[src/rtl/usb_ls_tx_pkg.sv]
`timescale 1ns/1ps
package usb_ls_tx_pkg;

    typedef enum logic [2:0] {
        ST_IDLE,
        ST_LOAD,
        ST_ARM,
        ST_BITS,
        ST_SE0,
        ST_EOPJ,
        ST_REL
    } tx_state_e;

    localparam logic [7:0] SYNC_PATTERN = 8'h80;
    localparam logic [7:0] PID_ACK      = 8'hD2;
    localparam logic [7:0] PID_NAK      = 8'h5A;

endpackage

[src/rtl/usb_ls_slot_timer.sv]
`timescale 1ns/1ps
module usb_ls_slot_timer #(
    parameter int CLK_PER_BIT = 8
) (
    input  logic clk,
    input  logic rst_n,
    input  logic run,
    output logic slot_end
);
    localparam int PH_W = (CLK_PER_BIT > 1) ? $clog2(CLK_PER_BIT) : 1;

    logic [PH_W-1:0] phase;

    assign slot_end = run && (phase == PH_W'(CLK_PER_BIT - 1));

    always_ff @(posedge clk) begin
        if (!rst_n) begin
            phase <= '0;
        end else if (!run || slot_end) begin
            phase <= '0;
        end else begin
            phase <= phase + 1'b1;
        end
    end
endmodule

[src/rtl/usb_ls_nrzi.sv]
`timescale 1ns/1ps
module usb_ls_nrzi #(
    parameter int STUFF_RUN = 6
) (
    input  logic clk,
    input  logic rst_n,
    input  logic init,
    input  logic step,
    input  logic bit_in,
    input  logic stuff_slot,
    output logic line_j,
    output logic stuff_due
);
    localparam int RUN_W = $clog2(STUFF_RUN + 1);

    logic [RUN_W-1:0] run_left;
    logic             level_j;

    assign line_j    = level_j;
    assign stuff_due = (run_left == '0);

    always_ff @(posedge clk) begin
        if (!rst_n || init) begin
            level_j  <= 1'b1;
            run_left <= RUN_W'(STUFF_RUN);
        end else if (step) begin
            if (stuff_slot || !bit_in) begin
                level_j  <= ~level_j;
                run_left <= RUN_W'(STUFF_RUN);
            end else begin
                run_left <= run_left - 1'b1;
            end
        end
    end
endmodule

[src/rtl/usb_ls_tx.sv]
`timescale 1ns/1ps
module usb_ls_tx
    import usb_ls_tx_pkg::*;
#(
    parameter int CLK_PER_BIT = 8,
    parameter int STUFF_RUN   = 6,
    parameter int LEN_W       = 5,
    parameter int ADDR_W      = 7
) (
    input  logic              clk,
    input  logic              rst_n,
    input  logic              tx_start,
    input  logic [LEN_W-1:0]  tx_len,
    input  logic [7:0]        tx_data,
    input  logic              tx_valid,
    output logic              tx_ready,
    input  logic              hs_req,
    input  logic              hs_nak,
    input  logic              addr_wr,
    input  logic [ADDR_W-1:0] addr_in,
    output logic [ADDR_W-1:0] dev_addr,
    output logic              dp_out,
    output logic              dm_out,
    output logic              out_en,
    output logic              pullup_en,
    output logic              busy
);
    localparam int BYTE_BITS = 8;
    localparam int BIT_W     = $clog2(BYTE_BITS);

    tx_state_e          state, state_nx;
    logic [7:0]         shreg, hold, hs_pid, src_byte;
    logic               hold_v, hs_mode, se0_half;
    logic [BIT_W-1:0]   bits_left;
    logic [LEN_W-1:0]   bytes_rem, fetch_rem;
    logic [ADDR_W-1:0]  addr_pend, addr_act;

    logic start_hs, start_tx, timer_run, slot_end, decide;
    logic do_stuff, use_sh, use_hold, finish, want, take, src_valid;
    logic line_j, stuff_due, nrzi_step, nrzi_bit;

    assign start_hs  = (state == ST_IDLE) && hs_req;
    assign start_tx  = (state == ST_IDLE) && !hs_req && tx_start && (tx_len != '0);
    assign timer_run = (state == ST_BITS) || (state == ST_SE0) || (state == ST_EOPJ);
    assign decide    = (state == ST_ARM) || ((state == ST_BITS) && slot_end);

    assign do_stuff  = (state == ST_BITS) && stuff_due;
    assign use_sh    = !do_stuff && (bits_left != '0);
    assign use_hold  = !do_stuff && (bits_left == '0) && (bytes_rem != '0) && hold_v;
    assign finish    = !do_stuff && !use_sh && !use_hold;
    assign nrzi_step = decide && !finish;
    assign nrzi_bit  = use_sh ? shreg[0] : hold[0];

    assign src_valid = hs_mode || tx_valid;
    assign src_byte  = hs_mode ? ((fetch_rem == LEN_W'(2)) ? SYNC_PATTERN : hs_pid) : tx_data;
    assign want      = ((state == ST_LOAD) || (state == ST_ARM) || (state == ST_BITS))
                       && !hold_v && (fetch_rem != '0);
    assign take      = want && src_valid;
    assign tx_ready  = want && !hs_mode;
    assign dev_addr  = addr_act;
    assign busy      = (state != ST_IDLE);

    usb_ls_slot_timer #(.CLK_PER_BIT(CLK_PER_BIT)) u_timer (
        .clk      (clk),
        .rst_n    (rst_n),
        .run      (timer_run),
        .slot_end (slot_end)
    );

    usb_ls_nrzi #(.STUFF_RUN(STUFF_RUN)) u_nrzi (
        .clk        (clk),
        .rst_n      (rst_n),
        .init       (start_hs || start_tx),
        .step       (nrzi_step),
        .bit_in     (nrzi_bit),
        .stuff_slot (do_stuff),
        .line_j     (line_j),
        .stuff_due  (stuff_due)
    );

    // next-state logic
    always_comb begin
        state_nx = state;
        unique case (state)
            ST_IDLE: if (start_hs || start_tx)           state_nx = ST_LOAD;
            ST_LOAD: if (hold_v)                         state_nx = ST_ARM;
            ST_ARM:                                      state_nx = ST_BITS;
            ST_BITS: if (decide && finish)               state_nx = ST_SE0;
            ST_SE0:  if (slot_end && se0_half)           state_nx = ST_EOPJ;
            ST_EOPJ: if (slot_end)                       state_nx = ST_REL;
            ST_REL:                                      state_nx = ST_IDLE;
            default:                                     state_nx = ST_IDLE;
        endcase
    end

    // state register
    always_ff @(posedge clk) begin
        if (!rst_n) state <= ST_IDLE;
        else        state <= state_nx;
    end

    // byte path, counters and address registers
    always_ff @(posedge clk) begin
        if (!rst_n) begin
            shreg     <= '0;
            hold      <= '0;
            hold_v    <= 1'b0;
            hs_mode   <= 1'b0;
            hs_pid    <= PID_ACK;
            se0_half  <= 1'b0;
            bits_left <= '0;
            bytes_rem <= '0;
            fetch_rem <= '0;
            addr_pend <= '0;
            addr_act  <= '0;
        end else begin
            if (addr_wr) addr_pend <= addr_in;
            if (start_hs || start_tx) begin
                hs_mode   <= start_hs;
                hs_pid    <= hs_nak ? PID_NAK : PID_ACK;
                fetch_rem <= start_hs ? LEN_W'(2) : tx_len;
                bytes_rem <= start_hs ? LEN_W'(2) : tx_len;
                bits_left <= '0;
                hold_v    <= 1'b0;
                se0_half  <= 1'b0;
            end
            if (take) begin
                hold      <= src_byte;
                hold_v    <= 1'b1;
                fetch_rem <= fetch_rem - 1'b1;
            end
            if (decide && use_sh) begin
                shreg     <= {1'b0, shreg[7:1]};
                bits_left <= bits_left - 1'b1;
            end
            if (decide && use_hold) begin
                shreg     <= {1'b0, hold[7:1]};
                bits_left <= BIT_W'(BYTE_BITS - 1);
                hold_v    <= 1'b0;
                bytes_rem <= bytes_rem - 1'b1;
            end
            if ((state == ST_BITS) && decide && finish && !hs_mode) begin
                addr_act <= addr_pend;
            end
            if ((state == ST_SE0) && slot_end) begin
                se0_half <= ~se0_half;
            end
        end
    end

    // line outputs per state
    always_comb begin
        dp_out    = 1'b0;
        dm_out    = 1'b0;
        out_en    = 1'b0;
        pullup_en = 1'b0;
        unique case (state)
            ST_IDLE, ST_LOAD: ;
            ST_ARM, ST_REL: begin
                dm_out    = 1'b1;
                pullup_en = 1'b1;
            end
            ST_BITS: begin
                dp_out    = ~line_j;
                dm_out    = line_j;
                out_en    = 1'b1;
                pullup_en = 1'b1;
            end
            ST_SE0: begin
                out_en    = 1'b1;
                pullup_en = 1'b1;
            end
            ST_EOPJ: begin
                dm_out    = 1'b1;
                out_en    = 1'b1;
                pullup_en = 1'b1;
            end
            default: ;
        endcase
    end
endmodule

[config.mk]
export PLATFORM = sky130hd
export DESIGN_NAME = usb_ls_tx
export DESIGN_NICKNAME = d
export VERILOG_FILES = /design/src/rtl/usb_ls_tx_pkg.sv /design/src/rtl/usb_ls_slot_timer.sv /design/src/rtl/usb_ls_nrzi.sv /design/src/rtl/usb_ls_tx.sv
export SDC_FILE = /design/constraint.sdc
export NUM_CORES = 1
export LEC_CHECK = 0
export BUFFER_PORTS_ARGS = -buffer_cell sky130_fd_sc_hd__buf_2
export CAP_MARGIN = 40
export CORE_UTILIZATION = 25
export DETAILED_ROUTE_END_ITERATION = 10
export PLACE_DENSITY = 0.47
export SLEW_MARGIN = 20
export SYNTH_ARGS = -nofsm -noshare
export SYNTH_HDL_FRONTEND = slang
export SYNTH_SLANG_ARGS = --single-unit
[constraint.sdc]
create_clock -name clk -period 5 [get_ports clk]
set_clock_uncertainty 0.15 [all_clocks]
set_input_delay 1 -clock clk [delete_from_list [all_inputs] [get_ports clk]]
set_output_delay 1 -clock clk [all_outputs]
set_load 0.05 [all_outputs]
* After elaboration in Yosys (flattened, before gate mapping)
Index checks and enable logic that the tools add are counted.
Storage, ports and cells: output and inout bits 13, bits of input ports 27, register bits after elaboration 63, logic and storage cells 129
Operators by class: multiplexer cells 27, reductions and logical operators 66, add/subtract/negate cells 5, bitwise operators 3, equal/unequal tests 13
Operator list (count):
- 2-to-1 mux 3 bit | 9
- logical AND 1 bit | 26
- 2-to-1 mux 8 bit | 3
- 2-to-1 mux 5 bit | 4
- case mux 3 bit (6 select lines) | 1
- nonzero test 5 bit | 3
- 2-to-1 mux 7 bit | 2
- equality test 3 bit, second input constant | 4
- zero test 1 bit | 10
- logical OR 1 bit | 10
- subtractor 5 x 1 -> 5 bit, second input constant | 2
- zero test 3 bit | 3
- nonzero test 3 bit | 3
- nonzero test 2 bit | 4
- 2-to-1 mux 1 bit | 7
- equality test 3 x 2 -> 1 bit, second input constant | 2
- inequality test 2 bit, second input constant | 3
- OR reduction 3 bit | 2
- subtractor 3 x 1 -> 3 bit, second input constant | 2
- equality test 5 x 2 -> 1 bit, second input constant | 1
- AND reduction 5 bit | 1
- OR reduction 5 bit | 1
- inequality test 2 x 1 -> 1 bit, second input constant | 2
- OR reduction 2 bit | 2
- 5 further kinds | 7

* Longest topological paths before layout
word-level depth 11, gate-level depth with buffers 9, gate-level depth less buffers 7

* By module
Synthesis repeated with hierarchy kept, for this count alone.
Unflattened totals: cells, all modules 322, area, all modules 2849.0 µm²
By module, submodules not included:
- usb_ls_tx | cells each 289, times used 1, area an instance 2506.2 µm², seq. area each 1001.0 µm²
- usb_ls_nrzi | cells each 24, times used 1, area an instance 215.2 µm², seq. area each 80.1 µm²
- usb_ls_slot_timer | cells each 9, times used 1, area an instance 127.6 µm², seq. area each 60.1 µm²

* Worst setup path before layout
No wires, ideal clock.
path kind reg2out, start point register fetch_rem[0], end point output tx_ready, stages on the path, launching flop included 4, data arrival time 3196 ps, setup slack 654 ps, required time 3850 ps, path buffers 0, cell sequence dfxtp_1 -> inv_1 -> ha_1 -> a2111oi_0
Between the ends: cells in the longest elaborated chain, start to end 3
RTL lines:
- start, declared | RTL line usb_ls_tx.sv:35 | logic [LEN_W-1:0] bytes_rem, fetch_rem;
- start signal, assigned | RTL line usb_ls_tx.sv:121 | fetch_rem <= start_hs ? LEN_W'(2) : tx_len;
- start signal, assigned | RTL line usb_ls_tx.sv:130 | fetch_rem <= fetch_rem - 1'b1;
- nonzero test 5 bit | RTL line usb_ls_tx.sv:57 | && !hold_v && (fetch_rem != '0);
- logical AND 1 bit | RTL line usb_ls_tx.sv:57
- logical AND 1 bit | RTL line usb_ls_tx.sv:59 | assign tx_ready = want && !hs_mode;
- end, declared | RTL line usb_ls_tx.sv:16 | output logic tx_ready,
No other way between the ends.

* Worst setup path after layout
start point register state[2], end point output tx_ready
Between the ends: cells in the longest elaborated chain, start to end 6, elaborated cells between the ends (all ways) 8, classes of those cells eq/ne: 3; reduce/logical: 5
RTL lines:
- start, declared | RTL line usb_ls_tx.sv:31 | tx_state_e state, state_nx;
- start signal, assigned | RTL line usb_ls_tx.sv:99 | else state <= state_nx;
- equality test 3 x 1 -> 1 bit or equality test 3 x 2 -> 1 bit (tied branches) | RTL line usb_ls_tx.sv:56 | assign want = ((state == ST_LOAD) || (state == ST_ARM) || (state == ST_BITS))
- logical OR 1 bit | RTL line usb_ls_tx.sv:56
- logical OR 1 bit * | RTL line usb_ls_tx.sv:56
- logical AND 1 bit * (2 in a row) | RTL line usb_ls_tx.sv:57
- logical AND 1 bit * | RTL line usb_ls_tx.sv:59
Every way passes the cells marked *; elsewhere a longest branch is shown, timed or not.

==> impl_results.md <==
- Yosys top cell by area: dfxtp_1
- DR DRC count: 0
- Placer Congestion: between 0.7 and 0.8
- Vias per inst: 4.83
- Seq cells post-synth: 57
- Yosys warns: 0
- Post-cts resize count: 0
- Data required, critical path: approximately 3.9 ns
- Total grt overflow: 0
- Largest family of logic cells by synthesized area: simple AND/OR/NAND/NOR gates
- Cell area after layout: roughly 0.0035 sq mm
- XOR/XNOR Fraction of Synth Area: 0.00609
- Initial antenna violation count: 0
- R2R Setup Slk: ~2.7 ns
- Post-Synth Adder-Cell Area: 0.0435
- Crit path kind: flip-flop to output pin
- Hold Path Class: flip-flop to flip-flop
- Worst IR drop on VDD: about 0.16 mV
- Top post-synthesis cells by area: dfxtp_1 (40%), mux2i_1 (4.9%), nand2_1 (4.4%)
- Clock Latency Late Sink: roughly 0.32 ns
- Global-route wire length before repair: about 11 mm
- GRT Util Overall: 0.123
- Worst endpoint data arrival time: 2.07 ns
- Io pins: 40
- Number of global-route vias before repair: approximately 2200
- Hold wc startpoint: u_timer.phase[0]$_SDFF_PP0_
- Leak: approximately 1.5 nW
- Clk buf depth: 2
- Syn Inst Count: 322
- Crit start category: flip-flop
- Post-DP Area: approximately 0.0032 sq mm
- Horiz. Die Dim: between 100 and 150 microns
- Sequential area share after synthesis: 0.397
- Max_slew headroom: 0.549
- Max-slew violation count: 0
- Synthesized area per cell: 8.93 sq um
- Hold Path End: u_timer.phase[0]$_SDFF_PP0_
- Final setup viols: 0
- Post-layout min period: 3.22 ns
- Initial DRT Pass Iterations: 4
- Diode count: 0
- Clk sink count: between 50 and 60
- Cell Rows: 38
- Cell Area, Synth: around 0.0029 sq mm
- CTS root buf: clkbuf_16
- Mux cell area share after synthesis: 0.0527
- Setup TNS: 0 ns
- Distinct cells, synth: 65
- Largest net degree at the start of global routing: 42
- Reg2reg end: fetch_rem[3]$_SDFFE_PN0P_
- Synth Net Count: approximately 360
- Filler Cell Count: between 1000 and 1500
- Top_reg_cell synth: dfxtp_1
- Power density over cell area: 513 mW/mm^2
- Floorplan core area: between 0.01 and 0.015 sq mm
- Final hold vios: 0
- Yosys top cell area share: 0.397
- Worst setup startpoint: state[2]$_SDFFE_PN0P_
- Initial Utilization: 0.261
- Async set or reset register ratio after synthesis: 0
- Run status: finished, final reports clean
- Number of flops mapped to enable cells by yosys: 0
- Max Fclk: 311 MHz
- Total wire length: around 6.9 mm
- RSZ-0062 raised after global routing: false
- Routed Antenna Nets: 0
- Final Cycle Share: 0.644
- Area grow syn2layout: 21.9%
- Compound-Gate Fraction of Synth Area: 0.211
- Layout cells sized above 1: 0.188
- Wirelength per Cell: about 14 microns
- Final #Nets: a little under 400
- Die Span Y: approximately 110 microns
- TritonCTS clock tree: built
- Hold Buf Count CTS: 0
- Vias: 2427
- Post-CTS setup repair buffer count: 0
- CTS Buf Count: 9
- Max cap viols: 0
- Post-DP HPWL: approximately 5.0 mm
- Crit path max fanout: 12
- Post-Synth Simple-Gate Area: 0.239
- RR Startpoint: state[2]$_SDFFE_PN0P_
- Port-buffer cells: 39
- Worst-Margin Slew: 0.659 ns
- Hold path cells: 1
- H-tree levels: 3
- Clk slew on worst S/H paths: ~0.050 ns
- Full die area: roughly 0.012 sq mm
- R2r worst-path depth: 5
- Critical Path Sink Type: output pin
- Iter 0 DRT Violations: ~140
## cell usage after synthesis, types with 4 or more instances
cell type,count
nand2b_1,4
nand3_1,11
a21boi_0,4
o21a_1,4
a21boi_1,7
o21ai_0,12
nor2b_1,20
or3_1,4
nor3b_1,4
buf_2,4
and3_1,5
mux2i_1,14
ha_1,10
o211a_1,4
nor2_1,12
inv_1,16
nor3_1,7
nand2_1,34
a22oi_1,8
a21oi_1,9
clkbuf_1,10
and2_1,7
dfxtp_1,57
## final cells by class
class	count	area, sq um	area share
multi-input cells	232	1590	0.453
flip-flops and latches	57	1140	0.326
clock buffers	11	253	0.0722
repair buffers	41	210	0.0600
well taps	140	175	0.0500
clock inverters	5	77.6	0.0222
inverters	16	60.1	0.0171
## critical path, stage by stage (launching register included)
cell,delay (ns)
dfxtp_1,0.41
or2_0,0.39
a2111oi_0,0.56
buf_2,0.39
## worst max-delay path by stage
stage / slack [ns] / cells past startpoint / end
4_1_cts: 1.78 / 4 / tx_ready
6_report: 1.78 / 3 / tx_ready
3_5_place_dp: 2.15 / 4 / tx_ready
2_1_floorplan: 0.65 / 3 / tx_ready
5_1_grt: 1.65 / 3 / tx_ready
3_3_place_gp: 1.96 / 5 / u_nrzi.run_left[1]$_SDFFE_PP1P_
## layout by cell type, fill, tap and decap left out, types with 2 or more instances in the layout
cell | synthesis | routed
nor4_1 | 2 | 2
a21boi_0 | 4 | 4
ha_1 | 10 | 10
buf_2 | 4 | 39
o311ai_0 | 2 | 2
nor2b_1 | 20 | 20
clkbuf_16 | 0 | 9
clkbuf_8 | 0 | 2
nor3b_1 | 4 | 4
bufinv_16 | 0 | 2
o211ai_1 | 2 | 2
nand3_1 | 11 | 11
o21ai_0 | 12 | 12
a2bb2oi_1 | 3 | 3
xnor2_1 | 2 | 2
a31o_2 | 2 | 2
o211a_1 | 4 | 4
buf_4 | 1 | 2
clkinv_2 | 0 | 2
nand3b_1 | 3 | 3
nand2_1 | 34 | 34
nor3_1 | 7 | 7
o21ai_1 | 2 | 2
a21boi_1 | 7 | 7
nand2b_1 | 4 | 4
o21a_1 | 4 | 4
or3_1 | 4 | 4
and2_1 | 7 | 7
a31oi_1 | 2 | 2
a22oi_1 | 8 | 8
nor2_1 | 12 | 12
mux2i_1 | 14 | 14
a21oi_1 | 9 | 9
inv_1 | 16 | 16
dfxtp_1 | 57 | 57
o31a_1 | 2 | 2
and3_1 | 5 | 5
## report_power, final
part / total (W) / switching (W) / internal (W)
combinational: 0.000542 / 0.000347 / 0.000194
clock: 0.000671 / 0.000210 / 0.000461
sequential: 0.000585 / 0.0000657 / 0.000519
total: 0.00180 / 0.000623 / 0.00117
## registers in the layout, indices dropped and copies added (netlist names)
signal,flops
addr_pend,7
bits_left,3
bytes_rem,5
dev_addr,7
fetch_rem,5
hold,8
hold_v,1
hs_mode,1
hs_pid,2
se0_half,1
shreg,7
state,3
u_nrzi.line_j,1
u_nrzi.run_left,3
u_timer.phase,3
## metal layers
metal	GRT usage	wire, microns	share of wire	vias to the layer above
met4	0.0486	68	0.0098	0
met2	0.192	3130	0.45	43
met5	0	0	0	-
li1	-	-	-	1228
met1	0.162	3470	0.50	1150
met3	0.0311	246	0.036	6
## kinds of logic (layout without fill, tap and decap cells)
| family | after synthesis | after routing |
|---|---|---|
| flip-flops | 57 | 57 |
| XOR/XNOR | 2 | 2 |
| AO/OA/AOI/OAI | 80 | 80 |
| AND/OR/NAND/NOR | 125 | 125 |
| multiplexers | 15 | 15 |
| adder cells (fa/ha/maj) | 10 | 10 |
| buffers and inverters | 33 | 73 |
## through the flow
stage	power (W)	hold WS, ns	std cells	setup slack [ns]	utilization
after global placement	0.00113	0.261	485	1.96	0.287
after CTS	0.00182	0.280	502	1.78	0.317
after global routing	0.00191	0.310	502	1.65	0.317
after floorplan	0.000998	0.248	322	0.654	-
final	0.00180	0.274	502	1.78	0.317
after detailed placement	0.00114	0.273	486	2.15	0.288
Note: power is estimated with default switching activity, not from simulation.
